$ cat config.mk
export PLATFORM = sky130hd
export DESIGN_NAME = pirq_router
export DESIGN_NICKNAME = d
export VERILOG_FILES = /design/src/rtl/pirq_router_pkg.sv /design/src/rtl/pirq_route_regs.sv /design/src/rtl/pirq_level_matrix.sv /design/src/rtl/pirq_slot_swizzle.sv /design/src/rtl/pirq_router.sv
export SDC_FILE = /design/constraint.sdc
export NUM_CORES = 1
export LEC_CHECK = 0
export ABC_AREA = 1
export CORE_UTILIZATION = 45
export CTS_CLUSTER_SIZE = 10
export DETAILED_ROUTE_END_ITERATION = 12
export GPL_TIMING_DRIVEN = 0
export PLACE_DENSITY = 0.75
export SETUP_SLACK_MARGIN = 0.4
export SYNTH_ARGS = -nofsm -noshare
export SYNTH_HDL_FRONTEND = slang
export SYNTH_SLANG_ARGS = --single-unit
$ cat constraint.sdc
create_clock -name clk_i -period 1.8 [get_ports clk_i]
set_input_delay 0.54 -clock clk_i [delete_from_list [all_inputs] [get_ports clk_i]]
set_output_delay 0.54 -clock clk_i [all_outputs]
set_load 0.05 [all_outputs]
$ cat src/rtl/pirq_router_pkg.sv
package pirq_router_pkg;
  localparam int unsigned ROUTE_W = 8;
  typedef logic [ROUTE_W-1:0] route_t;

  function automatic logic route_on(route_t r, int unsigned n_lines);
    return int'(r) < int'(n_lines);
  endfunction
endpackage

$ cat src/rtl/pirq_route_regs.sv
module pirq_route_regs
  import pirq_router_pkg::*;
#(
  parameter int unsigned N_PIRQ   = 4,
  parameter int unsigned CFG_BASE = 8'h60,
  parameter int unsigned DW_W     = 6,
  parameter int unsigned DATA_W   = 32,
  parameter route_t      RST_VAL  = 8'h80
) (
  input  logic                      clk_i,
  input  logic                      rst_ni,
  input  logic                      wr_en_i,
  input  logic [DW_W-1:0]           dw_addr_i,
  input  logic [DATA_W/8-1:0]       be_i,
  input  logic [DATA_W-1:0]         wdata_i,
  output logic [DATA_W-1:0]         rdata_o,
  output route_t [N_PIRQ-1:0]       route_q_o,
  output route_t [N_PIRQ-1:0]       route_d_o,
  output logic                      route_chg_o
);
  localparam int unsigned LANES = DATA_W / 8;

  logic [N_PIRQ-1:0] hit;
  route_t [N_PIRQ-1:0] route_q;

  for (genvar p = 0; p < N_PIRQ; p++) begin : g_reg
    localparam int unsigned BYTE_A = CFG_BASE + p;
    localparam int unsigned DW_A   = BYTE_A / LANES;
    localparam int unsigned LANE   = BYTE_A % LANES;

    assign hit[p] = wr_en_i && (dw_addr_i == DW_W'(DW_A)) && be_i[LANE];
    assign route_d_o[p] = hit[p] ? wdata_i[LANE*8 +: 8] : route_q[p];

    always_ff @(posedge clk_i or negedge rst_ni) begin
      if (!rst_ni) route_q[p] <= RST_VAL;
      else         route_q[p] <= route_d_o[p];
    end

    assert_hold_route_R2: assert property (@(posedge clk_i) disable iff (!rst_ni)
      !hit[p] |=> $stable(route_q[p]));
  end

  always_comb begin
    rdata_o = '0;
    for (int p = 0; p < N_PIRQ; p++) begin
      if (dw_addr_i == DW_W'((CFG_BASE + p) / LANES))
        rdata_o[((CFG_BASE + p) % LANES)*8 +: 8] = route_q[p];
    end
  end

  assign route_q_o   = route_q;
  assign route_chg_o = |hit;
endmodule

$ cat src/rtl/pirq_level_matrix.sv
module pirq_level_matrix
  import pirq_router_pkg::*;
#(
  parameter int unsigned N_PIRQ  = 4,
  parameter int unsigned N_LINES = 16
) (
  input  logic                 clk_i,
  input  logic                 rst_ni,
  input  route_t [N_PIRQ-1:0]  route_q_i,
  input  route_t [N_PIRQ-1:0]  route_d_i,
  input  logic                 rebuild_i,
  input  logic [N_PIRQ-1:0]    pirq_i,
  output logic [N_LINES-1:0]   lines_o
);
  localparam int unsigned MW    = N_PIRQ * N_LINES;
  localparam int unsigned IDX_W = $clog2(MW);

  logic [MW-1:0] m_q, m_d;

  // rebuild uses new routes; otherwise each pirq rewrites only its own bit
  always_comb begin
    m_d = m_q;
    if (rebuild_i) begin
      m_d = '0;
      for (int p = 0; p < N_PIRQ; p++)
        if (route_on(route_d_i[p], N_LINES))
          m_d[IDX_W'(int'(route_d_i[p]) * N_PIRQ + p)] = pirq_i[p];
    end else begin
      for (int p = 0; p < N_PIRQ; p++)
        if (route_on(route_q_i[p], N_LINES))
          m_d[IDX_W'(int'(route_q_i[p]) * N_PIRQ + p)] = pirq_i[p];
    end
  end

  always_ff @(posedge clk_i or negedge rst_ni) begin
    if (!rst_ni) m_q <= '0;
    else         m_q <= m_d;
  end

  for (genvar l = 0; l < N_LINES; l++) begin : g_line
    assign lines_o[l] = |m_q[l*N_PIRQ +: N_PIRQ];
  end

  for (genvar p = 0; p < N_PIRQ; p++) begin : g_col
    logic [N_LINES-1:0] col;
    for (genvar l = 0; l < N_LINES; l++) begin : g_bit
      assign col[l] = m_q[l*N_PIRQ + p];
    end

    assert_single_line_R3: assert property (@(posedge clk_i) disable iff (!rst_ni)
      $onehot0(col));
    assert_disabled_quiet_R4: assert property (@(posedge clk_i) disable iff (!rst_ni)
      !route_on(route_q_i[p], N_LINES) |-> (col == '0));
  end
endmodule

$ cat src/rtl/pirq_slot_swizzle.sv
module pirq_slot_swizzle #(
  parameter int unsigned N_PIRQ = 4,
  parameter int unsigned SEL_W  = $clog2(N_PIRQ)
) (
  input  logic [7:0]       devfn_i,
  input  logic [SEL_W-1:0] intx_i,
  output logic [SEL_W-1:0] pirq_o
);
  logic [4:0] slot;
  logic [5:0] sum;
  logic       unused_bits;

  assign slot        = devfn_i[7:3];
  assign sum         = 6'(intx_i) + 6'(slot) + 6'(N_PIRQ - 1);
  assign pirq_o      = SEL_W'(sum % 6'(N_PIRQ));
  assign unused_bits = ^{devfn_i[2:0]};
endmodule

$ cat src/rtl/pirq_router.sv
module pirq_router
  import pirq_router_pkg::*;
#(
  parameter int unsigned N_PIRQ   = 4,
  parameter int unsigned N_LINES  = 16,
  parameter int unsigned CFG_BASE = 8'h60,
  parameter int unsigned DW_W     = 6,
  parameter int unsigned DATA_W   = 32,
  localparam int unsigned SEL_W   = $clog2(N_PIRQ),
  localparam int unsigned LINE_W  = $clog2(N_LINES)
) (
  input  logic                clk_i,
  input  logic                rst_ni,
  input  logic                cfg_we_i,
  input  logic [DW_W-1:0]     cfg_dw_addr_i,
  input  logic [DATA_W/8-1:0] cfg_be_i,
  input  logic [DATA_W-1:0]   cfg_wdata_i,
  output logic [DATA_W-1:0]   cfg_rdata_o,
  input  logic [N_PIRQ-1:0]   pirq_i,
  output logic [N_LINES-1:0]  irq_o,
  input  logic [SEL_W-1:0]    route_sel_i,
  output logic                route_en_o,
  output logic [LINE_W:0]     route_line_o,
  input  logic [7:0]          swz_devfn_i,
  input  logic [SEL_W-1:0]    swz_intx_i,
  output logic [SEL_W-1:0]    swz_pirq_o
);
  route_t [N_PIRQ-1:0] route_q, route_d;
  logic                route_chg;
  route_t              sel_route;

  pirq_route_regs #(
    .N_PIRQ(N_PIRQ), .CFG_BASE(CFG_BASE), .DW_W(DW_W), .DATA_W(DATA_W)
  ) u_regs (
    .clk_i(clk_i), .rst_ni(rst_ni),
    .wr_en_i(cfg_we_i), .dw_addr_i(cfg_dw_addr_i), .be_i(cfg_be_i),
    .wdata_i(cfg_wdata_i), .rdata_o(cfg_rdata_o),
    .route_q_o(route_q), .route_d_o(route_d), .route_chg_o(route_chg)
  );

  pirq_level_matrix #(.N_PIRQ(N_PIRQ), .N_LINES(N_LINES)) u_matrix (
    .clk_i(clk_i), .rst_ni(rst_ni),
    .route_q_i(route_q), .route_d_i(route_d), .rebuild_i(route_chg),
    .pirq_i(pirq_i), .lines_o(irq_o)
  );

  pirq_slot_swizzle #(.N_PIRQ(N_PIRQ)) u_swz (
    .devfn_i(swz_devfn_i), .intx_i(swz_intx_i), .pirq_o(swz_pirq_o)
  );

  assign sel_route    = route_q[route_sel_i];
  assign route_en_o   = route_on(sel_route, N_LINES);
  assign route_line_o = route_en_o ? {1'b0, sel_route[LINE_W-1:0]} : '1;

  for (genvar p = 0; p < N_PIRQ; p++) begin : g_chk
    logic [LINE_W-1:0] line_idx;
    assign line_idx = route_q[p][LINE_W-1:0];

    assert_level_follow_R5: assert property (@(posedge clk_i) disable iff (!rst_ni)
      (!route_chg && route_on(route_q[p], N_LINES) && pirq_i[p]) |=> irq_o[line_idx]);
  end
endmodule

==> impl_metrics.tcl <==
set metrics [dict create \
    end_kind "output port" \
    path_clk_slew_ns 0.07 \
    synth_top_cell_area_share_pct 38.89 \
    cp_data_required_time_ns 1.26 \
    cts_tree "built" \
    p_leak_nw 4.734 \
    syn_nets 950 \
    final_nets 1157 \
    grt_pass1_vias 7082 \
    powerDensity_nw_per_um2 528.4 \
    slew_viol_final 0 \
    htree_levels 3 \
    rsz0062_at_grt "yes" \
    portBuffers 106 \
    synth_cell_type_count 30 \
    critPathKind "flop to output port" \
    synth.avg_cell_area_um2 6.666 \
    combPwrFrac_pct 26.6 \
    period_share_pct 157.4 \
    drc 0 \
    ir_drop_uv 507.5 \
    vias_per_cell 6.415 \
    ant_nets 0 \
    finClkSkew_ns 0.01025 \
    cpPeakStageDelay_ns 0.42 \
    worst_pin_slew_ns 0.7278 \
    grt_max_degree 52 \
    drt_iter0_drc 1263 \
    yosysSeqAreaShare_pct 40.67 \
    antenna_found_initial 1 \
    hold_viol 0 \
    violations "negative setup slack" \
    synth_top_cell_by_area "dfrtp_1" \
    yosysMostFrequentCell "nand2_1" \
    synthArstFlopShare_pct 100.0 \
    setup_ws_ns -1.033 \
    worstPathMaxFanout 6 \
    cts.sinks 96 \
    status "finished, violations left" \
    synth_area_um2 5919 \
    nFillCells 614 \
    wl_mm 31.73 \
    clkLatencyLatePin_ns 0.37 \
    synth_seq_cells 96 \
    grt_usage_pct 36.82 \
    cpMaxStageDelayCell "or2_4" \
    slew_headroom_pct 51.48 \
    overflow 0 \
    swShare_pct 35.05 \
    min_period_ns 2.833 \
    place_hpwl_mm 14.92 \
    fin_area_um2 10870 \
    num_rows 41 \
    initial_utilization_pct 46.53 \
    yosysWarnings 0 \
    critPathArrivalTime_ns 2.29 \
    area_growth_pct 83.68 \
    die_y_um 116.7 \
    clock_path_buffers 2 \
    rrSetupSlack_ns -0.24 \
    hold_path_class "primary input to async pin" \
    wl_per_cell_um 24.92 \
    io_pins 117 \
    routed-via-count 8166 \
    die_w_um 116.7 \
    synthFlopType "dfrtp_1" \
    multi_input_area_um2 5045 \
    hold_ws_ns 0.1999 \
    regArea_um2 2407 \
    place_area_um2 8014 \
    synth_common_cells "nand2_1, nor2_1, nand3_1" \
    crit_path_start_kind "flop" \
    core_um2 12720 \
    pwr-share-seq_pct 39.9 \
    maxCapViolations 0 \
    dr.pass1.iters 7 \
    syn_inst 888 \
    p_sw_mw 2.014 \
    grt_pass1_wl_mm 36.92 \
    cts_root_buf "clkbuf_16" \
    drive_above_1_share_pct 49.77 \
    setup_violations 119 \
    synth-edff-count 0 \
    max_freq_mhz 352.9 \
    dieArea_um2 13620 \
    p_int_mw 3.731 \
    synth_area_leaders "dfrtp_1, nand2_1, nor2_1" \
    cts_made_buffers 9 \
    place_congestion 0.9574 \
    power.share.clock_pct 33.4 \
    crit_chain "inv_2 > nand4_1 > or2_4 > o211ai_1 > and2_4 > clkbuf_16 > nand3_4 > buf_8" \
]
[per-layer routing]
layer | global-route usage [%] | up-vias | wire length (µm)
met2 | 62.37 | 729 | 14730
met3 | 7.109 | 334 | 4014
li1 | - | 3263 | -
met1 | 44.94 | 3840 | 9947
met5 | 0 | - | 0
met4 | 18.06 | 0 | 3038
[layout by cell type (no fill, tap or decap), drive strengths merged, types with 2 or more instances in the layout]
cell type,n
a21oi,31
buf,181
clkbuf,26
clkdlybuf4s50,32
clkinvlp,5
dfrtp,92
dfstp,4
diode,2
dlygate4sd2,6
inv,78
nand2,285
nand3,104
nand3b,9
nand4,10
nor2,153
nor3,45
o211ai,2
o21ai,12
or2,2
or4,16
xnor2,2
[worst paths after layout]
kind	start	endpoint	depth (start not counted)
max	u_regs.route_q_o[28]	route_line_o[3]	8
min	rst_ni	u_regs.route_q_o[14]	1
max reg2reg	u_regs.route_q_o[6]	u_matrix.m_q[32]	8
min reg2reg	u_matrix.m_q[10]	u_matrix.m_q[10]	2
max in group asynchronous	rst_ni	u_matrix.m_q[15]	2
min in group clk_i	u_matrix.m_q[10]	u_matrix.m_q[10]	2
[cells by family after synthesis]
logic type                 after synthesis  synth area share [%]
xor gates and xnor gates                 2                0.2960
DFF                                     96                 40.67
buffers and inverters                  120                 8.772
AOI/OAI and AO/OA                       45                 3.889
adders and majority gates                1                0.2113
and+or+nand+nor                        624                 46.16
[power groups by stage]
stage	registers [mW]	clock network (mW)	logic [mW]
after global placement	2.31	0	0.917
after global routing	2.30	2.00	1.60
after detailed placement	2.31	0	0.935
final	2.29	1.92	1.53
after floorplan	2.29	0	0.590
after CTS	2.27	1.88	1.13
[critical path, delay by kind of cell, from the launching register on]
family	cells	cell delay, ns
compound gates	1	0.11
flops	1	0.38
simple gates	4	1.01
buf+inv	3	0.43
[sequential cells by signal, indices dropped and copies added (netlist names)]
name	count
u_regs.route_q_o	32
u_matrix.m_q	64
[area by class of cell]
class	count	share of cell area, %
multi-input combinational	673	46.40
sequential	96	22.14
timing repair buffer	195	20.30
buffer	38	3.510
inverter	82	3.096
clock buffer	13	2.394
tap	172	1.979
clock inverter	2	0.1381
antenna	2	0.04603
[through the flow]
stage          setup WS, ns  total power, mW  utilization [%]  setup TNS [ns]  std cells
2_1_floorplan       -0.3326            2.885                -          -7.279        888
3_3_place_gp         -3.463            3.224            62.80         -443.91       1166
3_5_place_dp         -1.524            3.243            62.99         -119.96       1167
4_1_cts             -0.6640            5.277            76.98          -16.90       1248
5_1_grt              -1.055            5.898            85.42          -40.54       1271
6_report             -1.033            5.745            85.46          -33.25       1273
[what timing repair did]
action                     4_1_cts  5_1_grt
hold buffers                     0        0
setup endpoints to repair      152      150
resized for setup              663      214
buffers inserted                52       23
pin swaps                      167      120
cloned                          14        0
No activity file was read; power rests on OpenSTA's default activity.
